[src/rtl/fstk_pkg.sv]
package fstk_pkg;

    localparam int STK_SLOTS = 8;
    localparam int STK_PTR_W = $clog2(STK_SLOTS);
    localparam int STK_VAL_W = 80;
    localparam int STK_TAG_W = 2;

    typedef logic [STK_PTR_W-1:0] slot_t;
    typedef logic [STK_VAL_W-1:0] word_t;

    typedef enum logic [STK_TAG_W-1:0] {
        TAG_VALID   = 2'd0,
        TAG_ZERO    = 2'd1,
        TAG_SPECIAL = 2'd2,
        TAG_EMPTY   = 2'd3
    } tag_e;

    typedef enum logic [1:0] {
        OP_PUSH_LD   = 2'd0,
        OP_COPY_LD   = 2'd1,
        OP_STORE     = 2'd2,
        OP_STORE_REG = 2'd3
    } op_e;

    typedef enum logic [2:0] {
        FMT_EXT  = 3'd0,
        FMT_F64  = 3'd1,
        FMT_F32  = 3'd2,
        FMT_I16  = 3'd3,
        FMT_I32  = 3'd4,
        FMT_I64  = 3'd5,
        FMT_BCD  = 3'd6,
        FMT_RSVD = 3'd7
    } fmt_e;

    localparam word_t EXT_INDEF = word_t'({16'hFFFF, 64'hC000_0000_0000_0000});

    // Masked-response value for each store format, zero-extended.
    function automatic word_t indefinite(fmt_e f);
        word_t r;
        case (f)
            FMT_F64: r = word_t'(64'hFFF8_0000_0000_0000);
            FMT_F32: r = word_t'(32'hFFC0_0000);
            FMT_I16: r = word_t'(16'h8000);
            FMT_I32: r = word_t'(32'h8000_0000);
            FMT_I64: r = word_t'(64'h8000_0000_0000_0000);
            default: r = EXT_INDEF;
        endcase
        return r;
    endfunction

    // Formats whose store always releases ST(0).
    function automatic logic forced_pop(fmt_e f, logic trunc);
        logic always_p;
        logic int_fmt;
        always_p = (f == FMT_EXT) || (f == FMT_I64) || (f == FMT_BCD) || (f == FMT_RSVD);
        int_fmt  = (f == FMT_I16) || (f == FMT_I32) || (f == FMT_I64);
        return always_p || (trunc && int_fmt);
    endfunction

    typedef struct packed {
        logic  done;
        logic  fault;
        logic  ovf;
        logic  push;
        logic  pop;
        logic  wr_en;
        slot_t wr_slot;
        word_t wr_val;
        tag_e  wr_tag;
        logic  st_we;
        word_t st_data;
        logic  c1_we;
        logic  c1_val;
    } plan_t;

endpackage

[src/rtl/fstk_tagfile.sv]
module fstk_tagfile
    import fstk_pkg::*;
#(
    parameter int SLOTS = STK_SLOTS,
    localparam int PW = $clog2(SLOTS)
) (
    input  logic          clk,
    input  logic          rst,
    input  logic          push,
    input  logic          pop,
    input  logic          wr_en,
    input  logic [PW-1:0] wr_slot,
    input  tag_e          wr_tag,
    output logic [PW-1:0] top,
    output tag_e          tags [SLOTS]
);

    always_ff @(posedge clk) begin
        if (rst) begin
            for (int k = 0; k < SLOTS; k++) begin
                tags[k] <= TAG_EMPTY;
            end
            top <= '0;
        end else begin
            if (wr_en) begin
                tags[wr_slot] <= wr_tag;
            end
            // A pop releases the old top; it overrides a write to the same slot.
            if (pop) begin
                tags[top] <= TAG_EMPTY;
            end
            if (push) begin
                top <= top - 1'b1;
            end else if (pop) begin
                top <= top + 1'b1;
            end
        end
    end

endmodule

[src/rtl/fstk_valfile.sv]
module fstk_valfile #(
    parameter int SLOTS = 8,
    parameter int W     = 80,
    localparam int PW = $clog2(SLOTS)
) (
    input  logic          clk,
    input  logic          wr_en,
    input  logic [PW-1:0] wr_slot,
    input  logic [W-1:0]  wr_val,
    input  logic [PW-1:0] rd_a_slot,
    output logic [W-1:0]  rd_a,
    input  logic [PW-1:0] rd_b_slot,
    output logic [W-1:0]  rd_b
);

    logic [W-1:0] mem [SLOTS];

    always_ff @(posedge clk) begin
        if (wr_en) begin
            mem[wr_slot] <= wr_val;
        end
    end

    assign rd_a = mem[rd_a_slot];
    assign rd_b = mem[rd_b_slot];

endmodule

[src/rtl/fstk_plan.sv]
module fstk_plan
    import fstk_pkg::*;
(
    input  logic  fire,
    input  op_e   op,
    input  slot_t top_slot,
    input  slot_t below_slot,
    input  slot_t sti_slot,
    input  logic  pop_req,
    input  logic  mask,
    input  fmt_e  fmt,
    input  logic  trunc,
    input  word_t ld_val,
    input  tag_e  ld_tag,
    input  tag_e  tags [STK_SLOTS],
    input  word_t st0_val,
    input  word_t sti_val,
    output plan_t plan
);

    logic st0_empty;
    logic sti_empty;
    logic below_busy;
    logic pop_eff;

    assign st0_empty  = (tags[top_slot] == TAG_EMPTY);
    assign sti_empty  = (tags[sti_slot] == TAG_EMPTY);
    assign below_busy = (tags[below_slot] != TAG_EMPTY);
    assign pop_eff    = pop_req || forced_pop(fmt, trunc);

    always_comb begin
        plan        = '0;
        plan.wr_tag = TAG_EMPTY;
        if (fire) begin
            case (op)
                OP_PUSH_LD, OP_COPY_LD: begin
                    plan.c1_we   = 1'b1;
                    plan.wr_slot = below_slot;
                    if (below_busy) begin
                        plan.fault  = 1'b1;
                        plan.ovf    = 1'b1;
                        plan.c1_val = 1'b1;
                    end else if (op == OP_COPY_LD && sti_empty) begin
                        plan.fault = 1'b1;
                        if (mask) begin
                            plan.done   = 1'b1;
                            plan.push   = 1'b1;
                            plan.wr_en  = 1'b1;
                            plan.wr_val = EXT_INDEF;
                            plan.wr_tag = TAG_SPECIAL;
                        end
                    end else begin
                        plan.done   = 1'b1;
                        plan.push   = 1'b1;
                        plan.wr_en  = 1'b1;
                        plan.wr_val = (op == OP_COPY_LD) ? sti_val : ld_val;
                        plan.wr_tag = (op == OP_COPY_LD) ? tags[sti_slot] : ld_tag;
                    end
                end
                OP_STORE: begin
                    if (st0_empty) begin
                        plan.fault = 1'b1;
                        if (mask) begin
                            plan.done    = 1'b1;
                            plan.st_we   = 1'b1;
                            plan.st_data = indefinite(fmt);
                            plan.pop     = pop_eff;
                        end
                    end else begin
                        plan.done    = 1'b1;
                        plan.st_we   = 1'b1;
                        plan.st_data = st0_val;
                        plan.pop     = pop_eff;
                    end
                end
                default: begin
                    plan.wr_slot = sti_slot;
                    if (st0_empty) begin
                        plan.fault = 1'b1;
                        if (mask) begin
                            plan.done   = 1'b1;
                            plan.wr_en  = 1'b1;
                            plan.wr_val = EXT_INDEF;
                            plan.wr_tag = TAG_SPECIAL;
                            plan.pop    = pop_req;
                        end
                    end else begin
                        plan.done   = 1'b1;
                        plan.wr_en  = 1'b1;
                        plan.wr_val = st0_val;
                        plan.wr_tag = tags[top_slot];
                        plan.pop    = pop_req;
                    end
                end
            endcase
        end
    end

endmodule

[src/rtl/fstk_ctrl.sv]
module fstk_ctrl
    import fstk_pkg::*;
(
    input  logic                     clk,
    input  logic                     rst,
    input  logic                     cmd_valid,
    output logic                     cmd_ready,
    input  logic [1:0]               cmd_op,
    input  logic [STK_PTR_W-1:0]     cmd_idx,
    input  logic                     cmd_pop,
    input  logic                     cmd_trunc,
    input  logic [2:0]               cmd_fmt,
    input  logic                     cmd_mask,
    input  logic [STK_VAL_W-1:0]     cmd_val,
    input  logic [STK_TAG_W-1:0]     cmd_tag,
    output logic                     rsp_valid,
    output logic                     rsp_done,
    output logic                     rsp_fault,
    output logic                     rsp_ovf,
    output logic                     st_we,
    output logic [STK_VAL_W-1:0]     st_data,
    output logic                     c1,
    output logic [STK_PTR_W-1:0]     top_ptr,
    output logic [STK_SLOTS*STK_TAG_W-1:0] tag_word
);

    slot_t top_q;
    slot_t below_slot;
    slot_t sti_slot;
    tag_e  tags_q [STK_SLOTS];
    word_t st0_val;
    word_t sti_val;
    plan_t plan;
    logic  fire;

    assign cmd_ready  = ~rst;
    assign fire       = cmd_valid && cmd_ready;
    assign below_slot = top_q - 1'b1;
    assign sti_slot   = top_q + cmd_idx;

    fstk_tagfile #(.SLOTS(STK_SLOTS)) u_tags (
        .clk     (clk),
        .rst     (rst),
        .push    (plan.push),
        .pop     (plan.pop),
        .wr_en   (plan.wr_en),
        .wr_slot (plan.wr_slot),
        .wr_tag  (plan.wr_tag),
        .top     (top_q),
        .tags    (tags_q)
    );

    fstk_valfile #(.SLOTS(STK_SLOTS), .W(STK_VAL_W)) u_vals (
        .clk       (clk),
        .wr_en     (plan.wr_en),
        .wr_slot   (plan.wr_slot),
        .wr_val    (plan.wr_val),
        .rd_a_slot (top_q),
        .rd_a      (st0_val),
        .rd_b_slot (sti_slot),
        .rd_b      (sti_val)
    );

    fstk_plan u_plan (
        .fire       (fire),
        .op         (op_e'(cmd_op)),
        .top_slot   (top_q),
        .below_slot (below_slot),
        .sti_slot   (sti_slot),
        .pop_req    (cmd_pop),
        .mask       (cmd_mask),
        .fmt        (fmt_e'(cmd_fmt)),
        .trunc      (cmd_trunc),
        .ld_val     (cmd_val),
        .ld_tag     (tag_e'(cmd_tag)),
        .tags       (tags_q),
        .st0_val    (st0_val),
        .sti_val    (sti_val),
        .plan       (plan)
    );

    always_ff @(posedge clk) begin
        if (rst) begin
            rsp_valid <= 1'b0;
            rsp_done  <= 1'b0;
            rsp_fault <= 1'b0;
            rsp_ovf   <= 1'b0;
            st_we     <= 1'b0;
            st_data   <= '0;
            c1        <= 1'b0;
        end else begin
            rsp_valid <= fire;
            rsp_done  <= plan.done;
            rsp_fault <= plan.fault;
            rsp_ovf   <= plan.ovf;
            st_we     <= plan.st_we;
            if (plan.st_we) begin
                st_data <= plan.st_data;
            end
            if (plan.c1_we) begin
                c1 <= plan.c1_val;
            end
        end
    end

    assign top_ptr = top_q;

    for (genvar g = 0; g < STK_SLOTS; g++) begin : g_tagw
        assign tag_word[g*STK_TAG_W +: STK_TAG_W] = tags_q[g];
    end

endmodule

[config.mk]
export PLATFORM = sky130hd
export DESIGN_NAME = fstk_ctrl
export DESIGN_NICKNAME = d
export VERILOG_FILES = /design/src/rtl/fstk_pkg.sv /design/src/rtl/fstk_tagfile.sv /design/src/rtl/fstk_valfile.sv /design/src/rtl/fstk_plan.sv /design/src/rtl/fstk_ctrl.sv
export SDC_FILE = /design/constraint.sdc
export NUM_CORES = 1
export LEC_CHECK = 0
export BUFFER_PORTS_ARGS = -buffer_cell sky130_fd_sc_hd__buf_2
export CAP_MARGIN = 20
export CORE_MARGIN = 3
export CORE_UTILIZATION = 55
export DETAILED_ROUTE_END_ITERATION = 16
export PLACE_DENSITY_LB_ADDON = 0.1
export RECOVER_POWER = 25
export SYNTH_ARGS = -nofsm -noshare
export SYNTH_HDL_FRONTEND = slang
export SYNTH_SLANG_ARGS = --single-unit
[constraint.sdc]
create_clock -name clk -period 8.9 [get_ports clk]
set_input_delay 2.225 -clock clk [delete_from_list [all_inputs] [get_ports clk]]
set_output_delay 2.225 -clock clk [all_outputs]
set_load 0.02 [all_outputs]
==> results_tabular.tex <==
\begin{tabular}{lr}
\hline
Metric & Value \\
\hline
\multicolumn{2}{l}{\textbf{Pwr}} \\
Largest voltage drop on the vdd net & 0.148 mV \\
Net switching power of the design & 2.19 mW \\
Switch share & 0.256 \\
Cell Pwr Density & 217 nW/um\^{}2 \\
Internal power & 6.37 mW \\
Part of the power in combinational logic & 0.165 \\
Leakage power & 12.6 nW \\
Share of power burned in registers & 0.458 \\
Proportion of power drawn by the clock network & 0.378 \\
\multicolumn{2}{l}{\textbf{Cells and area}} \\
Fraction of final layout cells sized beyond drive strength 1 & 0.287 \\
Net count reported at finish & 2372 \\
Antenna cell count & 0 \\
Number of standard cells in the final layout excluding fillers & 3185 \\
Area Growth Syn to Fin & 11.9\% \\
\multicolumn{2}{l}{\textbf{Yosys}} \\
Post-Synthesis Net Count & 2220 \\
Most instantiated flip-flop cell in the synthesis netlist & sky130\_fd\_sc\_hd\_\_edfxtp\_1 \\
Number of different library cells in the post-synthesis netlist & 64 \\
Number of enable-type register cells in the synthesized netlist & 640 \\
Register bit total from synthesis & 748 \\
Synth area leader & sky130\_fd\_sc\_hd\_\_edfxtp\_1 \\
Dominant cells by area after synthesis & sky130\_fd\_sc\_hd\_\_edfxtp\_1, sky130\_fd\_sc\_hd\_\_mux4\_2, sky130\_fd\_sc\_hd\_\_dfxtp\_1 \\
Fraction of synthesized cell area taken by the top area cell type & 0.544 \\
Number of warnings printed during yosys synthesis & 0 \\
Gate count after technology mapping & 2120 \\
FFs w/ async S/R, synth & 0 \\
Avg Inst Size Synth & 16.7 um\^{}2 \\
Share of synthesized area occupied by flip-flops and latches & 0.605 \\
Post-Synthesis Cell Area & 35300 um\^{}2 \\
\multicolumn{2}{l}{\textbf{Placement}} \\
Half-perimeter wire length after detailed placement & 54800 um \\
IO buf count & 201 \\
Routability cong. & 0.853 \\
Cell total after placement & 3034 \\
\multicolumn{2}{l}{\textbf{Global routing}} \\
Aggregate global routing overflow & 0 \\
Wire length of the first global-routing pass & 146000 um \\
Overall global routing resource usage & 0.292 \\
Antenna violations before repair & 1 \\
Pin count of the biggest net entering global routing & 150 \\
Number of global-route vias before repair & 22536 \\
\multicolumn{2}{l}{\textbf{Route}} \\
Number of search-and-repair iterations in the first detailed-routing pass & 5 \\
DR vias & 22027 \\
Final routed wirelength across all metal layers & 97600 um \\
Drt first-iter violations & 2558 \\
Number of remaining DRC errors & 0 \\
Via-to-Cell Ratio & 6.92 \\
Avg WL per Cell & 30.7 um \\
Number of nets still failing antenna checks after routing & 0 \\
\multicolumn{2}{l}{\textbf{Timing}} \\
Minimum clock period & 7410 ps \\
Clock Skews & 19.0 ps \\
FMAX & 135 MHz \\
Final Setup Violations & 0 \\
Normalized max-slew margin & -0.418 \\
Final clock period utilization by the worst path & 0.832 \\
Count of final max-slew check failures & 66 \\
Total Neg Setup Slack & 0 ps \\
Unrepaired setup endpoints after global routing & no \\
Final hold violations & 0 \\
Transition time at the pin with the least slew margin & 2120 ps \\
\multicolumn{2}{l}{\textbf{Setup path}} \\
Maximum single-stage delay on the critical path & 1930 ps \\
Category of the most critical setup path & input port to register \\
Critical path launch point type & input port \\
Signal arrival time at the worst endpoint & 7750 ps \\
Worst Path Required & 9240 ps \\
CP bufs+invs & 6 \\
Capturing element type of the critical path & register \\
Setup slack on the worst flop-to-flop path & 2300 ps \\
Critical Path, Cell by Cell & buf\_2, ha\_4, inv\_1, fa\_1, mux4\_2, nand3\_1, a21o\_1, o211ai\_1, clkbuf\_1, a211o\_1, clkinv\_2, buf\_12, buf\_4 \\
Crit path max-delay cell type & sky130\_fd\_sc\_hd\_\_fa\_1 \\
Top Family by Delay on Critical Path & adder cells \\
Maximum net fanout on the critical path & 44 \\
\multicolumn{2}{l}{\textbf{Clock network}} \\
Level count of the clock H-tree & 3 \\
Clock tree from TritonCTS & done \\
Clock tree buffer depth & 3 \\
Clock slew seen by the registers of the worst setup and hold paths & 60 ps \\
Hold buffer count at cts & 0 \\
Number of clock sinks & 748 \\
Number of setup buffers added after CTS & 0 \\
Clk Latency, worst-skew pair & 630 ps \\
Post-CTS resize count & 0 \\
CTS Root Cell & sky130\_fd\_sc\_hd\_\_clkbuf\_16 \\
Clock buffer count from CTS & 80 \\
\multicolumn{2}{l}{\textbf{Die}} \\
Total die area & 67300 um\^{}2 \\
DIE WIDTH & 259 um \\
Ports placed on the boundary & 202 \\
Floorplan core area & 63300 um\^{}2 \\
Floorplan row count & 92 \\
Die Span Y & 259 um \\
Initial cell density of the core & 0.558 \\
\multicolumn{2}{l}{\textbf{Hold path}} \\
Type of the most critical hold path & register to register \\
\multicolumn{2}{l}{\textbf{Job}} \\
Count of max-cap constraint violations & 3 \\
\multicolumn{2}{l}{\textbf{Run status}} \\
Result of the run & finished, violations left \\
Violations in the final reports & capacitance limit, slew limit \\
\hline
\end{tabular}
-- cell type report --
cell class / instances / area [um^2]
tap: 846 / 1060
clock inverter: 40 / 375
timing repair buffer: 244 / 1310
fill: 4602 / 23800
clock buffer: 109 / 2180
sequential: 748 / 21400
multi-input combinational: 1181 / 13100
inverter: 17 / 70.1
-- metal layers --
layer / vias up / global-route usage / routed length (um)
li1: 9022 / - / -
met1: 11409 / 0.406 / 37900
met2: 1400 / 0.471 / 47100
met3: 196 / 0.0561 / 9580
met4: 0 / 0.0961 / 3050
met5: - / 0 / 0
-- cells in the mapped netlist (3+ instances only) --
cell                       count
sky130_fd_sc_hd__or3_1        15
sky130_fd_sc_hd__a211o_1       5
sky130_fd_sc_hd__nor2_1      138
sky130_fd_sc_hd__buf_1         5
sky130_fd_sc_hd__clkbuf_1    102
sky130_fd_sc_hd__and2_1       16
sky130_fd_sc_hd__mux4_2      325
sky130_fd_sc_hd__a31oi_1       7
sky130_fd_sc_hd__mux2i_1     122
sky130_fd_sc_hd__ha_1          3
sky130_fd_sc_hd__nor3_1       54
sky130_fd_sc_hd__edfxtp_1    640
sky130_fd_sc_hd__nand2_1      71
sky130_fd_sc_hd__nand3b_1     18
sky130_fd_sc_hd__o22ai_1      16
sky130_fd_sc_hd__o221ai_1     32
sky130_fd_sc_hd__a211oi_1     18
sky130_fd_sc_hd__buf_6         8
sky130_fd_sc_hd__a21oi_1      90
sky130_fd_sc_hd__a22o_1       26
sky130_fd_sc_hd__o21ai_0      69
sky130_fd_sc_hd__nand3_1       9
sky130_fd_sc_hd__dfxtp_1     108
sky130_fd_sc_hd__nand2b_1     10
sky130_fd_sc_hd__nor2b_1       7
sky130_fd_sc_hd__buf_4         3
sky130_fd_sc_hd__a21oi_2       3
sky130_fd_sc_hd__buf_2        55
sky130_fd_sc_hd__inv_1        15
sky130_fd_sc_hd__mux2_2       69
sky130_fd_sc_hd__a22oi_1       6
sky130_fd_sc_hd__and3_1        3
sky130_fd_sc_hd__o211ai_1     12
-- cells in the final DEF (no fill, tap or decap), types with 71 or more instances in the layout --
cell / count
sky130_fd_sc_hd__edfxtp_1: 640
sky130_fd_sc_hd__mux4_2: 325
sky130_fd_sc_hd__nor2_1: 137
sky130_fd_sc_hd__clkbuf_1: 134
sky130_fd_sc_hd__mux2i_1: 122
sky130_fd_sc_hd__dfxtp_1: 105
sky130_fd_sc_hd__buf_2: 94
sky130_fd_sc_hd__a21oi_1: 87
sky130_fd_sc_hd__clkbuf_16: 81
sky130_fd_sc_hd__nand2_1: 71
-- flip-flops by register name, indices dropped and copies added (netlist names), named ones only --
signal / cells
st_we: 1
u_vals.mem: 640
st_data: 80
rsp_done: 1
rsp_valid: 1
rsp_ovf: 1
rsp_fault: 1
u_tags.tags: 16
u_tags.top: 3
c1: 1
-- worst paths after layout --
| check | startpoint | cells after the start | end |
|---|---|---|---|
| worst max-delay path | cmd_idx[0] | 13 | u_vals.mem[2][56]$_DFFE_PP_ |
| worst max register to register | u_tags.top[0]$_SDFFE_PP0N_ | 12 | u_vals.mem[2][56]$_DFFE_PP_ |
| worst min-delay path | st_data[3]$_SDFFE_PP0P_ | 2 | st_data[3]$_SDFFE_PP0P_ |
| worst min register to register | st_data[3]$_SDFFE_PP0P_ | 2 | st_data[3]$_SDFFE_PP0P_ |
-- cell families (layout without fill, tap and decap cells) --
kind of cell             Yosys count  in the layout  synth area share
AO/OA/AOI/OAI                    302            302            0.0554
XOR/XNOR                           5              5           0.00205
AND/OR/NAND/NOR                  353            353            0.0471
adder cells (fa/ha/maj)            4              4           0.00163
flip-flops                       748            748             0.605
multiplexers                     517            517             0.264
buffers and inverters            191            410            0.0243
-- per-stage QoR --
stage	power [mW]	util	hold slack, ps	instance area, um^2	setup WS [ps]
after global placement	5.38	0.586	435	37100	1730
after CTS	8.62	0.627	448	39700	2250
after floorplan	5.01	-	529	35300	266
after detailed placement	5.41	0.586	441	37100	1590
final	8.56	0.624	448	39500	1490
after global routing	8.85	0.624	471	39500	1210
-- tightest hold or removal path, stage by stage (launching register included) --
cell	delay, ps
sky130_fd_sc_hd__dfxtp_1	310
sky130_fd_sc_hd__nand2_1	50
sky130_fd_sc_hd__a21oi_1	50
-- power groups by stage --
stage	registers (mW)	clock network, mW	logic, mW
after floorplan	3.97	0	1.04
after global placement	3.99	0	1.39
after detailed placement	3.99	0	1.42
after CTS	3.92	3.29	1.42
after global routing	3.92	3.43	1.50
final	3.92	3.23	1.41
Note: power is estimated with default switching activity, not from simulation.
